`src/rtl/cardsw_pkg.sv`:
```
package cardsw_pkg;
    // Which side currently holds the shared data path low.
    typedef enum logic [1:0] {
        OWN_NONE = 2'd0,
        OWN_HOST = 2'd1,
        OWN_CARD = 2'd2
    } owner_e;
endpackage

```
`src/rtl/cardsw_datapath.sv`:
```
module cardsw_datapath
    import cardsw_pkg::*;
#(
    parameter int N_CH  = 2,
    parameter int SEL_W = 1
) (
    input  logic             clk,
    input  logic             rst_n,
    input  logic [SEL_W-1:0] sel,
    input  logic [N_CH-1:0]  en,
    input  logic             host_dat_i,
    input  logic [N_CH-1:0]  card_io_i,
    output logic             host_dat_oe,
    output logic [N_CH-1:0]  card_io_oe
);
    typedef struct packed {
        owner_e           own;
        logic [SEL_W-1:0] ch;
        logic [N_CH-1:0]  en;
        logic             host_oe;
        logic [N_CH-1:0]  card_oe;
    } dp_state_t;

    dp_state_t s_d, s_q;
    logic      sel_ok;
    logic      path_ok;
    logic      card_low;

    always_comb begin
        s_d      = s_q;
        sel_ok   = int'(sel) < N_CH;
        // the path is live only once select and enable have been stable for a cycle
        path_ok  = sel_ok && en[sel] && s_q.en[sel] && (sel == s_q.ch);
        card_low = sel_ok ? !card_io_i[sel] : 1'b0;

        if (!path_ok) begin
            s_d.own = OWN_NONE;
        end else begin
            case (s_q.own)
                OWN_NONE: begin
                    if (!host_dat_i)   s_d.own = OWN_HOST;
                    else if (card_low) s_d.own = OWN_CARD;
                end
                OWN_HOST: if (host_dat_i) s_d.own = OWN_NONE;
                OWN_CARD: if (!card_low)  s_d.own = OWN_NONE;
                default:  s_d.own = OWN_NONE;
            endcase
        end

        s_d.ch      = sel;
        s_d.en      = en;
        s_d.host_oe = (s_d.own == OWN_CARD);
        for (int i = 0; i < N_CH; i++) begin
            s_d.card_oe[i] = !en[i] || ((int'(sel) == i) && (s_d.own == OWN_HOST));
        end
    end

    always_ff @(posedge clk or negedge rst_n) begin
        if (!rst_n) begin
            s_q.own     <= OWN_NONE;
            s_q.ch      <= '0;
            s_q.en      <= '0;
            s_q.host_oe <= 1'b0;
            s_q.card_oe <= '1;
        end else begin
            s_q <= s_d;
        end
    end

    assign host_dat_oe = s_q.host_oe;
    assign card_io_oe  = s_q.card_oe;

    // no enabled channel, nothing reaches the host line
    a_r6_host_quiet: assert property (@(posedge clk) disable iff (!rst_n)
        !(|en) |=> !host_dat_oe);

    // host drive and card-to-host drive never overlap on the selected card
    a_r4_one_way: assert property (@(posedge clk) disable iff (!rst_n)
        host_dat_oe |-> !(|(card_io_oe & s_q.en)));

    for (genvar g = 0; g < N_CH; g++) begin : g_rel
        // deselected enabled channel is released
        a_r5_released: assert property (@(posedge clk) disable iff (!rst_n)
            (en[g] && (int'(sel) != g)) |=> !card_io_oe[g]);
    end
endmodule

```
`src/rtl/cardsw_lane.sv`:
```
module cardsw_lane #(
    parameter int SEL_W = 1,
    parameter int IDX   = 0
) (
    input  logic             clk,
    input  logic             rst_n,
    input  logic [SEL_W-1:0] sel,
    input  logic             en,
    input  logic             run,
    input  logic             vsel,
    input  logic             host_rst,
    input  logic             host_clk,
    output logic             card_rst,
    output logic             card_clk,
    output logic             card_vlvl
);
    typedef struct packed {
        logic gate;
        logic rst;
        logic ck;
        logic vlvl;
    } lane_state_t;

    lane_state_t s_d, s_q;
    logic        picked;

    always_comb begin
        s_d    = s_q;
        picked = (int'(sel) == IDX);
        // gate may only move during the low phase of the host clock
        if (!host_clk) s_d.gate = en && (picked || run);
        s_d.ck   = host_clk && s_d.gate && en;
        if (!en)         s_d.rst = 1'b0;
        else if (picked) s_d.rst = host_rst;
        s_d.vlvl = vsel;
    end

    always_ff @(posedge clk or negedge rst_n) begin
        if (!rst_n) s_q <= '0;
        else        s_q <= s_d;
    end

    assign card_rst  = s_q.rst;
    assign card_clk  = s_q.ck;
    assign card_vlvl = s_q.vlvl;

    // disabled lane is quiet one cycle later
    a_r12_disabled: assert property (@(posedge clk) disable iff (!rst_n)
        !en |=> (!card_clk && !card_rst));

    // deselected lane keeps its reset level
    a_r8_rst_hold: assert property (@(posedge clk) disable iff (!rst_n)
        (en && (int'(sel) != IDX)) |=> (card_rst == $past(card_rst)));

    // card clock high only behind a high host clock
    a_r11_no_runt: assert property (@(posedge clk) disable iff (!rst_n)
        card_clk |-> $past(host_clk));

    // level output follows its select bit
    a_r2_level: assert property (@(posedge clk) disable iff (!rst_n)
        rst_n |=> (card_vlvl == $past(vsel)));
endmodule

```
`src/rtl/card_switch.sv`:
```
module card_switch
    import cardsw_pkg::*;
#(
    parameter int N_CH  = 2,
    parameter int SEL_W = (N_CH > 1) ? $clog2(N_CH) : 1
) (
    input  logic             clk,
    input  logic             rst_n,
    input  logic [SEL_W-1:0] sel,
    input  logic [N_CH-1:0]  en,
    input  logic [N_CH-1:0]  vsel,
    input  logic [N_CH-1:0]  run,
    input  logic             host_rst,
    input  logic             host_clk,
    input  logic             host_dat_i,
    output logic             host_dat_oe,
    input  logic [N_CH-1:0]  card_io_i,
    output logic [N_CH-1:0]  card_io_oe,
    output logic [N_CH-1:0]  card_rst,
    output logic [N_CH-1:0]  card_clk,
    output logic [N_CH-1:0]  card_vlvl
);
    cardsw_datapath #(.N_CH(N_CH), .SEL_W(SEL_W)) u_dp (
        .clk         (clk),
        .rst_n       (rst_n),
        .sel         (sel),
        .en          (en),
        .host_dat_i  (host_dat_i),
        .card_io_i   (card_io_i),
        .host_dat_oe (host_dat_oe),
        .card_io_oe  (card_io_oe)
    );

    for (genvar g = 0; g < N_CH; g++) begin : g_lane
        cardsw_lane #(.SEL_W(SEL_W), .IDX(g)) u_lane (
            .clk       (clk),
            .rst_n     (rst_n),
            .sel       (sel),
            .en        (en[g]),
            .run       (run[g]),
            .vsel      (vsel[g]),
            .host_rst  (host_rst),
            .host_clk  (host_clk),
            .card_rst  (card_rst[g]),
            .card_clk  (card_clk[g]),
            .card_vlvl (card_vlvl[g])
        );
    end
endmodule

```
`config.mk`:
```
export PLATFORM = sky130hd
export DESIGN_NAME = card_switch
export DESIGN_NICKNAME = d
export VERILOG_FILES = /design/src/rtl/cardsw_pkg.sv /design/src/rtl/cardsw_datapath.sv /design/src/rtl/cardsw_lane.sv /design/src/rtl/card_switch.sv
export SDC_FILE = /design/constraint.sdc
export NUM_CORES = 1
export LEC_CHECK = 0
export ABC_AREA = 1
export BUFFER_PORTS_ARGS = -buffer_cell sky130_fd_sc_hd__buf_4
export CORE_MARGIN = 2
export CORE_UTILIZATION = 35
export DETAILED_ROUTE_END_ITERATION = 6
export PLACE_DENSITY_LB_ADDON = 0.25
export SLEW_MARGIN = 20
export SYNTH_ARGS = -nofsm -noshare
export SYNTH_HDL_FRONTEND = slang
export SYNTH_HIERARCHICAL = 1
export SYNTH_SLANG_ARGS = --single-unit
```
`constraint.sdc`:
```
create_clock -name clk -period 0.8 [get_ports clk]
set_input_delay 0.04 -clock clk [delete_from_list [all_inputs] [get_ports clk]]
set_output_delay 0.04 -clock clk [all_outputs]
set_load 0.1 [all_outputs]
```
==> key figures <==
Die
  • Top Ports: 23
  • Initial Utilization: 0.367
  • Rows: 15
  • Core area: 1690 sq um
  • Die height: 46.1 um
  • Die width: 46.1 um
  • Die area: 2120 sq um

Clocking
  • Clk slew on worst S/H paths: 90 ps
  • Maximum root-to-sink buffer count: 2
  • Worst-Skew Late Latency: 280 ps
  • CTS H-tree lvls: 1
  • Clock sinks: 16
  • CTS tree: built
  • Clock root buffer: clkbuf_4
  • TritonCTS buffer count: 3

Placement
  • Pre-CTS WS: -98.7 ps
  • RD Place Congestion: 0.670
  • Placed cell count: 100
  • IO Port Bufs: 22
  • HPWL after DPL: 820 um

Setup path
  • Critical path required time: 760 ps
  • Critical Path, Cell by Cell: buf_12
  • Crit path max fanout: 1
  • CP endpoint kind: primary output
  • CP delay by family, top: flip-flops
  • Slowest stage cell, crit path: dfstp_2
  • Worst path bufs/invs: 1
  • Worst path max stage delay: 560 ps
  • Critical path arrival: 1010 ps
  • Critical path class: reg2out
  • Critical path launch point type: flip-flop

Final layout
  • Non-Filler Instances: 116
  • Area Overhead vs Synth: 75.6%
  • Fraction of layout cells with a size suffix above 1: 0.525
  • Nets: 114
  • Fill cell count: 137
  • Finished Core Util: 0.644
  • Ant. Diodes: 0

GRT
  • Initial antenna violation count: 0
  • Total congestion overflow: 0
  • Vias in the first global route: 564
  • Largest net degree at the start of global routing: 17
  • First-pass GRT wire length: 2080 um
  • GRT Overall Usage: 0.143

Synth
  • Synth top area share: 0.566
  • Mapped Nets: 77
  • Syn_area_per_cell: 9.83 sq um
  • Yosys cell types: 15
  • Synthesis-stage register bit count: 16
  • Sequential fraction of the synthesis area: 0.651
  • Cells after Synth: 63
  • Yosys warning count: 6
  • Mapped Area: 619 sq um
  • Top post-synthesis cells by area: dfrtp_1 (57%), nand2_1 (9.7%), dfstp_2 (8.5%)
  • Leading area contributor after synthesis: dfrtp_1

STA
  • Slew Viols, Final: 0
  • Tcrit/Tclk final: 1.32
  • Slew HR: 0.799
  • Max Clk Rate: 950 MHz
  • Unrepaired setup endpoints after global routing: yes
  • Clock Skew: 0.341 ps
  • Worst setup margin: -252 ps
  • Slew @ Worst Pin: 302 ps
  • Setup violators final: 14
  • Endpoints failing hold: 0
  • Worst hold slack: 0.824 ps
  • Fin crit period: 1050 ps

Hold path
  • Hold Crit Class: in2reg

Drt
  • Residual DRC count: 0
  • Antenna viol nets, final: 0
  • Vias after detailed routing: 528
  • Routed WL: 1400 um
  • Wire length per cell: 12.0 um
  • Via density: 4.55
  • Router iterations before antenna repair: 2
  • DRT iter0 DRCs: 5

Power
  • Leakage: 0.539 nW
  • Pwr Total: 1.80 mW
  • Power Dens Cells: 1650 nW/um^2
  • VDD IR max: 0.882 mV

Run status
  • Status: finished with violations
  • Failing checks: negative setup slack

Run
  • Max cap viols: 0
## repair_timing
item,4_1_cts,5_1_grt
setup buffers,0,1
pin swaps,4,4
hold buffers,10,1
resized for setup,26,10
setup endpoints to repair,14,14
endpoints found under the hold margin,25,2
## report_power, final
part,total (mW),switching (mW),internal (mW)
Combinational,0.465,0.279,0.187
Sequential,0.884,0.0247,0.860
Clock,0.447,0.254,0.194
## final timing paths
check	endpoint	from	cells past startpoint	slack, ps
setup / recovery	card_io_oe[0]	u_dp/card_io_oe[0]	1	-250
hold / removal	u_dp/card_io_oe[1]	host_dat_i	4	0.8
setup reg to reg	u_dp/card_io_oe[0]	u_dp/s_q[5]	5	-100
hold reg to reg	flip-flop	flip-flop	2	480
max in group asynchronous	u_dp/card_io_oe[1]	rst_n	2	410
min in group asynchronous	u_dp/s_q[7]	rst_n	2	140
## metal layers
metal  up-vias  GRT usage  share of wire
met5         -          0              0
met4         0      0.103          0.021
met3         4     0.0275          0.050
met2        19      0.256           0.52
met1       245      0.146           0.41
li1        260          -              -
## through the flow
stage / TNS [ps] / instance area [sq um]
2_1_floorplan: -163 / 646
3_3_place_gp: -160 / 810
3_5_place_dp: -341 / 810
4_1_cts: -1750 / 1040
5_1_grt: -2510 / 1090
6_report: -1880 / 1090
## cells by family (layout without fill, tap and decap cells)
kind of cell	after synthesis	in the layout	share of synthesized area
AO/OA/AOI/OAI	3	3	0.0283
AND/OR/NAND/NOR	31	31	0.230
flip-flops	16	16	0.651
buffers and inverters	13	49	0.0909
## cell type report
class	count	area, sq um	area share
Sequential cell	16	417	0.383
Inverter	11	41.3	0.0380
Timing Repair Buffer	34	374	0.344
Clock buffer	4	26.3	0.0242
Tap cell	17	21.3	0.0196
Multi-Input combinational cell	34	208	0.191
## layout by cell type (no fill, tap or decap), types with 3 or more instances in the layout
| master | instances |
|---|---|
| nand2_1 | 15 |
| buf_12 | 4 |
| dlygate4sd3_1 | 11 |
| buf_8 | 5 |
| inv_1 | 6 |
| dfrtp_2 | 5 |
| nor2_2 | 3 |
| buf_4 | 13 |
| dfrtp_1 | 7 |
| clkbuf_4 | 3 |
| nand3_2 | 3 |
| inv_2 | 4 |
## Yosys cell counts
| library cell | number |
|---|---|
| nand3b_1 | 1 |
| inv_1 | 8 |
| dfstp_2 | 2 |
| clkinv_1 | 1 |
| nand3_1 | 5 |
| nand2_2 | 2 |
| nand3_2 | 1 |
| dfrtp_1 | 14 |
| inv_2 | 2 |
| nor2_2 | 2 |
| a21boi_0 | 1 |
| nor2_1 | 4 |
| nand2_1 | 16 |
| buf_4 | 2 |
| a21oi_1 | 2 |
No activity file was read; power rests on OpenSTA's default activity.
